[src/rtl/pfx_pkg.sv]
package pfx_pkg;
  localparam int unsigned REG_W = 5;
  localparam int unsigned OFS_W = 3;

  typedef enum logic [2:0] {
    PK_NONE  = 3'd0,
    PK_PLAIN = 3'd1,
    PK_EXT1  = 3'd2,
    PK_EXT2  = 3'd3,
    PK_VEC   = 3'd4
  } pfx_kind_e;

  typedef struct packed {
    logic map;
    logic w;
    logic r4;
    logic x4;
    logic b4;
    logic r3;
    logic x3;
    logic b3;
  } ext_bits_t;
endpackage

[src/rtl/pfx_classify.sv]
module pfx_classify
  import pfx_pkg::*;
#(
  parameter int unsigned WIN_BYTES = 5
) (
  input  logic                     long_mode_i,
  input  logic [WIN_BYTES*8-1:0]   win_i,
  output pfx_kind_e                kind_o,
  output logic [OFS_W-1:0]         ofs_o
);
  logic [7:0] b0, b1;
  assign b0 = win_i[7:0];
  assign b1 = win_i[15:8];

  always_comb begin
    kind_o = PK_PLAIN;
    ofs_o  = '0;
    // 62h: vector escape in 64-bit mode, or in legacy mode when MOD==11b
    if (b0 == 8'h62 && (long_mode_i || b1[7:6] == 2'b11)) begin
      kind_o = PK_VEC;
      ofs_o  = OFS_W'(4);
    end else if (long_mode_i && b0[7:4] == 4'h4) begin
      kind_o = PK_EXT1;
      ofs_o  = OFS_W'(1);
    end else if (long_mode_i && b0 == 8'hD5) begin
      kind_o = PK_EXT2;
      ofs_o  = OFS_W'(2);
    end
  end
endmodule

[src/rtl/pfx_ext_bits.sv]
module pfx_ext_bits
  import pfx_pkg::*;
(
  input  pfx_kind_e   kind_i,
  input  logic [7:0]  b0_i,
  input  logic [7:0]  b1_i,
  output ext_bits_t   ext_o
);
  always_comb begin
    ext_o = '0;
    unique case (kind_i)
      PK_EXT1: begin
        ext_o.w  = b0_i[3];
        ext_o.r3 = b0_i[2];
        ext_o.x3 = b0_i[1];
        ext_o.b3 = b0_i[0];
      end
      PK_EXT2: begin
        ext_o.map = b1_i[7];
        ext_o.r4  = b1_i[6];
        ext_o.x4  = b1_i[5];
        ext_o.b4  = b1_i[4];
        ext_o.w   = b1_i[3];
        ext_o.r3  = b1_i[2];
        ext_o.x3  = b1_i[1];
        ext_o.b3  = b1_i[0];
      end
      PK_VEC: begin
        // stored inverted in the first payload byte
        ext_o.r3 = ~b1_i[7];
        ext_o.x3 = ~b1_i[6];
        ext_o.b3 = ~b1_i[5];
      end
      default: ext_o = '0;
    endcase
  end
endmodule

[src/rtl/pfx_reg_merge.sv]
module pfx_reg_merge
  import pfx_pkg::*;
#(
  parameter int unsigned WIN_BYTES = 5
) (
  input  pfx_kind_e               kind_i,
  input  logic [OFS_W-1:0]        ofs_i,
  input  ext_bits_t               ext_i,
  input  logic [WIN_BYTES*8-1:0]  win_i,
  output logic [REG_W-1:0]        reg_o,
  output logic [REG_W-1:0]        rm_o,
  output logic [REG_W-1:0]        idx_o,
  output logic [REG_W-1:0]        base_o
);
  localparam int unsigned IDX_W = $clog2(WIN_BYTES);

  logic [7:0]       win_b [WIN_BYTES];
  logic [IDX_W-1:0] mrm_at, sib_at;
  logic [7:0]       mrm, sib;
  logic [3:0]       hi, lo;
  logic [REG_W-1:0] fld [4];

  for (genvar k = 0; k < WIN_BYTES; k++) begin : g_bytes
    assign win_b[k] = win_i[8*k +: 8];
  end

  // vector escape puts ModR/M beyond the window; use byte 0 and mask below
  assign mrm_at = (kind_i == PK_VEC) ? '0 : IDX_W'(ofs_i) + IDX_W'(1);
  assign sib_at = (kind_i == PK_VEC) ? '0 : IDX_W'(ofs_i) + IDX_W'(2);
  assign mrm    = win_b[mrm_at];
  assign sib    = win_b[sib_at];

  // operand order: 0 reg, 1 rm, 2 index, 3 base
  assign hi = {ext_i.b4, ext_i.x4, ext_i.b4, ext_i.r4};
  assign lo = {ext_i.b3, ext_i.x3, ext_i.b3, ext_i.r3};

  for (genvar g = 0; g < 4; g++) begin : g_opnd
    localparam bit          FROM_SIB = (g >= 2);
    localparam int unsigned LSB      = (g % 2 == 0) ? 3 : 0;
    logic [2:0] low3;
    assign low3   = FROM_SIB ? sib[LSB +: 3] : mrm[LSB +: 3];
    assign fld[g] = (kind_i == PK_VEC) ? {1'b0, lo[g], 3'b000}
                                       : {hi[g], lo[g], low3};
  end

  assign reg_o  = fld[0];
  assign rm_o   = fld[1];
  assign idx_o  = fld[2];
  assign base_o = fld[3];
endmodule

[src/rtl/pfx_decode_top.sv]
module pfx_decode_top
  import pfx_pkg::*;
#(
  parameter int unsigned WIN_BYTES = 5,
  localparam int unsigned WIN_W    = WIN_BYTES * 8
) (
  input  logic               clk_i,
  input  logic               rst_ni,
  input  logic               valid_i,
  input  logic               long_mode_i,
  input  logic [WIN_W-1:0]   win_i,
  output logic               valid_o,
  output logic [2:0]         kind_o,
  output logic               wide_o,
  output logic               map_o,
  output logic [OFS_W-1:0]   opc_ofs_o,
  output logic [REG_W-1:0]   reg_o,
  output logic [REG_W-1:0]   rm_o,
  output logic [REG_W-1:0]   idx_o,
  output logic [REG_W-1:0]   base_o
);
  pfx_kind_e        kind_c;
  logic [OFS_W-1:0] ofs_c;
  ext_bits_t        ext_c;
  logic [REG_W-1:0] reg_c, rm_c, idx_c, base_c;

  pfx_classify #(.WIN_BYTES(WIN_BYTES)) u_cls (
    .long_mode_i (long_mode_i),
    .win_i       (win_i),
    .kind_o      (kind_c),
    .ofs_o       (ofs_c)
  );

  pfx_ext_bits u_ext (
    .kind_i (kind_c),
    .b0_i   (win_i[7:0]),
    .b1_i   (win_i[15:8]),
    .ext_o  (ext_c)
  );

  pfx_reg_merge #(.WIN_BYTES(WIN_BYTES)) u_mrg (
    .kind_i (kind_c),
    .ofs_i  (ofs_c),
    .ext_i  (ext_c),
    .win_i  (win_i),
    .reg_o  (reg_c),
    .rm_o   (rm_c),
    .idx_o  (idx_c),
    .base_o (base_c)
  );

  always_ff @(posedge clk_i or negedge rst_ni) begin
    if (!rst_ni) begin
      valid_o   <= 1'b0;
      kind_o    <= PK_NONE;
      wide_o    <= 1'b0;
      map_o     <= 1'b0;
      opc_ofs_o <= '0;
      reg_o     <= '0;
      rm_o      <= '0;
      idx_o     <= '0;
      base_o    <= '0;
    end else begin
      valid_o <= valid_i;
      if (valid_i) begin
        kind_o    <= kind_c;
        wide_o    <= ext_c.w;
        map_o     <= ext_c.map;
        opc_ofs_o <= ofs_c;
        reg_o     <= reg_c;
        rm_o      <= rm_c;
        idx_o     <= idx_c;
        base_o    <= base_c;
      end else begin
        kind_o    <= PK_NONE;
        wide_o    <= 1'b0;
        map_o     <= 1'b0;
        opc_ofs_o <= '0;
        reg_o     <= '0;
        rm_o      <= '0;
        idx_o     <= '0;
        base_o    <= '0;
      end
    end
  end


  valid_follow_chk: assert property (@(posedge clk_i) disable iff (!rst_ni)
    valid_o == $past(valid_i));


  idle_kind_chk: assert property (@(posedge clk_i) disable iff (!rst_ni)
    !valid_o |-> kind_o == PK_NONE);


  ext_needs_long_chk: assert property (@(posedge clk_i) disable iff (!rst_ni)
    (valid_o && (kind_o == PK_EXT1 || kind_o == PK_EXT2)) |-> $past(long_mode_i));


  ext2_marker_chk: assert property (@(posedge clk_i) disable iff (!rst_ni)
    (valid_o && kind_o == PK_EXT2) |-> $past(win_i[7:0]) == 8'hD5);


  ext1_ofs_chk: assert property (@(posedge clk_i) disable iff (!rst_ni)
    (valid_o && kind_o == PK_EXT1) |-> opc_ofs_o == OFS_W'(1));


  vec_ofs_chk: assert property (@(posedge clk_i) disable iff (!rst_ni)
    (valid_o && kind_o == PK_VEC) |-> (opc_ofs_o == OFS_W'(4) && !wide_o && !map_o));


  hi_bit_clear_chk: assert property (@(posedge clk_i) disable iff (!rst_ni)
    (valid_o && kind_o != PK_EXT2) |-> !(reg_o[4] || rm_o[4] || idx_o[4] || base_o[4]));


  plain_low_only_chk: assert property (@(posedge clk_i) disable iff (!rst_ni)
    (valid_o && kind_o == PK_PLAIN) |->
      (reg_o[4:3] == 2'b00 && rm_o[4:3] == 2'b00 && opc_ofs_o == '0 && !map_o));
endmodule

[config.mk]
export PLATFORM = sky130hd
export DESIGN_NAME = pfx_decode_top
export DESIGN_NICKNAME = d
export VERILOG_FILES = /design/src/rtl/pfx_pkg.sv /design/src/rtl/pfx_classify.sv /design/src/rtl/pfx_ext_bits.sv /design/src/rtl/pfx_reg_merge.sv /design/src/rtl/pfx_decode_top.sv
export SDC_FILE = /design/constraint.sdc
export NUM_CORES = 1
export LEC_CHECK = 0
export ABC_AREA = 1
export BUFFER_PORTS_ARGS = -buffer_cell sky130_fd_sc_hd__buf_2
export CORE_MARGIN = 3
export CORE_UTILIZATION = 45
export DETAILED_ROUTE_END_ITERATION = 6
export PLACE_DENSITY = 0.79
export SKIP_CTS_REPAIR_TIMING = 1
export SLEW_MARGIN = 0
export SYNTH_ARGS = -nofsm -noshare
export SYNTH_HDL_FRONTEND = slang
export SYNTH_SLANG_ARGS = --single-unit
[constraint.sdc]
create_clock -name clk_i -period 1 [get_ports clk_i]
set_clock_uncertainty 0.2 [all_clocks]
set_input_delay 0.15 -clock clk_i [delete_from_list [all_inputs] [get_ports clk_i]]
set_output_delay 0.15 -clock clk_i [all_outputs]
set_load 0.01 [all_outputs]
# Yosys cells after proc, flatten, opt, wreduce, memory -nomap -nowiden
# Index checks and enable logic that the tools add are counted.
[word_totals]
ff_bits = 29
in_bits = 44
out_inout_bits = 29
wordCells = 59
[classes]
addsub = 2
n_lt_le_gt_ge = 2
n_eq_ne = 7
muxes = 30
bitwise = 5
reduce_logical = 4
[op_table]
columns = ["operator", "count"]
rows = [
  ["binary-select mux 8 bit (select 3 bit)", 2],
  ["2-to-1 mux 5 bit", 8],
  ["2-to-1 mux 3 bit", 9],
  ["2-to-1 mux 6 bit", 4],
  ["one-hot mux 3 bit (3 select lines)", 1],
  ["== test 8 x 7 -> 1 bit (second input constant)", 1],
  ["== test 8 bit (second input constant)", 1],
  ["greater-or-equal comparator 4 bit (second input constant)", 2],
  ["inverter 3 -> 4 bit", 2],
  ["== test 3 x 2 -> 1 bit (second input constant)", 2],
  ["== test 4 x 3 -> 1 bit (second input constant)", 1],
  ["2-to-1 mux 2 bit", 2],
  ["adder 3 x 1 -> 3 bit (second input constant)", 1],
  ["adder 3 x 2 -> 3 bit (second input constant)", 1],
  ["== test 3 bit (second input constant)", 1],
  ["logical AND 1 bit", 3],
  ["2-to-1 mux 1 bit", 3],
  ["inverter 1 bit", 3],
  ["== test 2 bit (second input constant)", 1],
  ["one-hot mux 1 bit (2 select lines)", 1],
  ["logical OR 1 bit", 1],
]

# Longest topological paths before layout
[logic_depth]
depth_word = 13
ltp_mapped = 13
ltp_nobuf = 11

# By module
# Synthesis repeated with hierarchy kept, for this count alone.
[hier_totals]
cells_unflattened = 311
hier_area_um2 = 2083.2
[modules_own_cells]
columns = ["module", "instances", "cells_per_inst", "area_per_inst_um2", "seq_area_each_um2"]
rows = [
  ["pfx_decode_top", 1, 88, 969.7, 725.7],
  ["pfx_reg_merge", 1, 167, 810.8, 0.0],
  ["pfx_ext_bits", 1, 28, 166.4, 0.0],
  ["pfx_classify", 1, 28, 136.4, 0.0],
]

# Least setup slack after synthesis
# Ideal clock, no wire load.
[synth_path]
path_type = "in2reg"
startpoint = "input port win_i[4]"
endpoint = "register reg_o[2]"
setup_time_ps = 73
t_arrival_ps = 1369
t_required_ps = 727
setup_slack_ps = -643
path_stages = 11
path_buffers = 1
cell_sequence = "inv_1 nor3_1 nand3_1 inv_2 ha_1 nand2_2 buf_6 nand3_1 o21ai_0 inv_1 a21oi_2"
[synth_between]
elab_chain_len = 13
word_cells_on_any_way = 21
cone_classes = "1 x add/sub; 4 x eq/ne; 12 x mux; 1 x bitwise; 3 x reduce/logical"
[synth_rtl]
columns = ["element", "line_no", "text"]
rows = [
  ["from (decl)", "pfx_decode_top.sv:11", "input logic [WIN_W-1:0] win_i,"],
  ["== test 8 bit", "pfx_classify.sv:25", "end else if (long_mode_i && b0 == 8'hD5) begin"],
  ["logical AND 1 bit", "pfx_classify.sv:25", ""],
  ["2-to-1 mux 2 bit", "pfx_classify.sv:25", ""],
  ["2-to-1 mux 3 bit", "pfx_classify.sv:22", "end else if (long_mode_i && b0[7:4] == 4'h4) begin"],
  ["2-to-1 mux 3 bit", "pfx_classify.sv:19", "if (b0 == 8'h62 && (long_mode_i || b1[7:6] == 2'b11)) begin"],
  ["adder 3 x 1 -> 3 bit or == test 3 bit (tied branches)", "pfx_reg_merge.sv:28, pfx_reg_merge.sv:42", ""],
  ["2-to-1 mux 3 bit", "pfx_reg_merge.sv:28", "assign mrm_at = (kind_i == PK_VEC) ? '0 : IDX_W'(ofs_i) + IDX_W'(1);"],
  ["inverter 3 -> 4 bit (not written as such)", "pfx_reg_merge.sv:30", "assign mrm = win_b[mrm_at];"],
  ["binary-select mux 8 bit (select 3 bit)", "pfx_reg_merge.sv:30", ""],
  ["2-to-1 mux 6 bit (not written as such) (2 in a row)", "pfx_reg_merge.sv:30", ""],
  ["2-to-1 mux 5 bit (*)", "pfx_reg_merge.sv:42", "assign fld[g] = (kind_i == PK_VEC) ? {1'b0, lo[g], 3'b000}"],
  ["2-to-1 mux 5 bit (*)", "pfx_decode_top.sv:65", "if (valid_i) begin"],
  ["to (signal assigned)", "pfx_decode_top.sv:70", "reg_o <= reg_c;"],
  ["to (decl)", "pfx_decode_top.sv:17", "output logic [REG_W-1:0] reg_o,"],
]
# Mark *: on every way between the ends. The rest lies on a longest branch, timed or not. The select of a mux whose other input is x is not followed.

# Worst setup path after layout
[layout_path]
startpoint = "input port win_i[3]"
endpoint = "register reg_o[1]"
# Same word-level chain as after synthesis.

==> results.txt <==
Post-Synthesis Cells -> 200
share of the yosys chip area belonging to registers -> 0.440
min Tclk post-route -> 1.33 ns
total power -> 2.28 mW
Chip Height -> 63.4 um
Rows -> 20
Worst path top cell family by delay -> simple AND/OR/NAND/NOR gates
Worst EP arrival -> 1.40 ns
synth unique cells -> 21
Worst-path clk slew -> 0.14 ns
share of cells above drive strength 1 -> 0.476
RSZ-0062 raised after global routing -> true
vias in the first global route -> 1435
CTS tree -> yes
Sink Count -> 26
area of the multi-input gates -> 781 um2
Fill cells -> 234
antenna-violating nets left -> 0
crit path max-delay cell type -> ha_4
gr ovfl total -> 0
crit-path max FO -> 5
initial core utilization -> 0.477
Worst EP required -> 1.06 ns
H-tree Lvls -> 1
CP Capture Type -> flip-flop
cell taking the most area after synthesis -> dfrtp_1
die area -> 4010 um2
routability congestion estimate from global placement -> 0.835
CTS Root Buffer Type -> clkbuf_4
Post-Synthesis Cell Area -> 1480 um2
Pre-Repair DR Iteration Count -> 4
slack of the critical path -> -0.335 ns
Synth Area per Inst -> 7.40 um2
slowest stage delay, CP -> 0.23 ns
Synth warnings -> 0
status -> finished, violations left
ranking of synthesized cells by area -> dfrtp_1 44%, nand2_1 10%, nor2_1 8.9%, inv_1 6.3%, a21oi_1 5.1%
failing checks -> negative hold slack, negative setup slack
VDD IR max -> 0.469 mV
Setup CP Type -> in -> reg
Post-DP Area -> 2030 um2
fmax -> 749 MHz
Tcrit/Tclk final -> 1.33
final instance area -> 2380 um2
Nets -> 342
DIE WIDTH -> 63.4 um
post-synth top area share -> 0.440
# IOs -> 73
Num CTS Buffers -> 3
# port buffers -> 66
Worst-Margin Slew -> 0.229 ns
HP Class -> in -> reg
wire per inst -> 12.8 um
P per Cell Area -> 961 nW/um2
flop and latch count out of synthesis -> 26
Synthesized Nets -> 245
crit-path most repeated cell -> nor2_1
register area -> 651 um2
# DRC -> 0
Worst Path Buf+Inv -> 2
Worst setup SP type -> input port
Inserted Diodes -> 0
normalized max-slew margin -> 0.846
floorplan core area -> 3100 um2
Total Wirelength -> 4360 um
P_leak -> 1.33 nW
Tot GR Track Use -> 0.198
global-route wire length before repair -> 6330 um
Vias/cell -> 4.92
crit-path cells -> buf_8, nor3_4, nand3_2, inv_2, ha_4, nor2_4, nand3_4, nor2_1, nor2_1, a21oi_1
final hold vios -> 16
hpwl dp -> 3030 um
largest net degree at the start of global routing -> 27
DR vias -> 1674
worst hold slack -> -0.0759 ns
pre-CTS worst setup slack -> -0.717 ns
CTS max path bufs -> 2
max-slew violation count -> 0
initial antenna violation count -> 0
Max Cap Viol -> 0
synth-to-layout area growth -> 60.6%
DRT iter0 DRCs -> 71
Final setup viols -> 50
[where the power goes]
part           internal [mW]  switching, mW  leakage [nW]
sequential              1.09        0.00763         0.346
clock                  0.406          0.311        0.0279
combinational          0.227          0.248         0.954
total                   1.72          0.566          1.33
[metal layers]
layer / vias up / track usage / part of all wire
met2: 90 / 0.336 / 0.50
met1: 755 / 0.259 / 0.39
met4: 0 / 0.0674 / 0.032
li1: 814 / - / -
met3: 15 / 0.0232 / 0.076
met5: - / 0 / 0
[cell usage after synthesis, drive strengths merged]
cell type,number
nand2,45
nor2,40
inv,30
dfrtp,26
a21oi,16
nand3,13
buf,10
o21ai,9
a31oi,4
nor3,2
o211ai,2
ha,1
nand3b,1
nand4,1
[final timing paths]
kind                            from         to  cells after the start
min in group asynchronous     rst_ni     wide_o                      3
hold / removal             win_i[17]  base_o[1]                      3
setup / recovery            win_i[3]   reg_o[1]                     10
max in group asynchronous     rst_ni   idx_o[0]                      3
[cells in the final DEF, fill, tap and decap left out, types with 3 or more instances in the layout]
master         instances
dlygate4sd3_1          9
o21ai_0                6
a21oi_2                3
nand2_1               35
nor2_2                 6
nand3_1                9
nor2_4                 5
clkbuf_4               3
a21oi_1               13
inv_1                 20
a31oi_1                4
nor2_1                29
dfrtp_1               26
buf_4                 21
nand2_2                6
buf_2                 60
nand2_4                3
inv_2                  7
buf_6                  8
[per-stage QoR]
| stage | TNS (ns) | utilization | instances |
|---|---|---|---|
| 6_report | -9.19 | 0.766 | 340 |
| 5_1_grt | -11.83 | 0.766 | 340 |
| 4_1_cts | -10.02 | 0.670 | 327 |
| 3_5_place_dp | -12.76 | 0.653 | 323 |
| 3_3_place_gp | -12.29 | 0.653 | 323 |
| 2_1_floorplan | -6.06 | - | 200 |
[kinds of logic (layout without fill, tap and decap cells)]
logic type | after synthesis | count (layout) | share of synthesized area
AO/OA/AOI/OAI | 31 | 31 | 0.121
adder cells (fa/ha/maj) | 1 | 1 | 0.00845
buffers and inverters | 40 | 136 | 0.134
flip-flops | 26 | 26 | 0.440
AND/OR/NAND/NOR | 102 | 102 | 0.298
[sequential cells by signal (all words and copies together) (netlist names)]
register   count
idx_o          5
opc_ofs_o      3
map_o          1
wide_o         1
reg_o          5
rm_o           4
base_o         4
kind_o         2
valid_o        1
[area by class of cell]
class,instances,area share
Clock buffer,3,0.00947
Clock inverter,1,0.0126
Inverter,30,0.0547
Multi-Input combinational cell,134,0.328
Sequential cell,26,0.274
Tap cell,44,0.0232
Timing Repair Buffer,102,0.298
(Power assumes the default switching activity.)
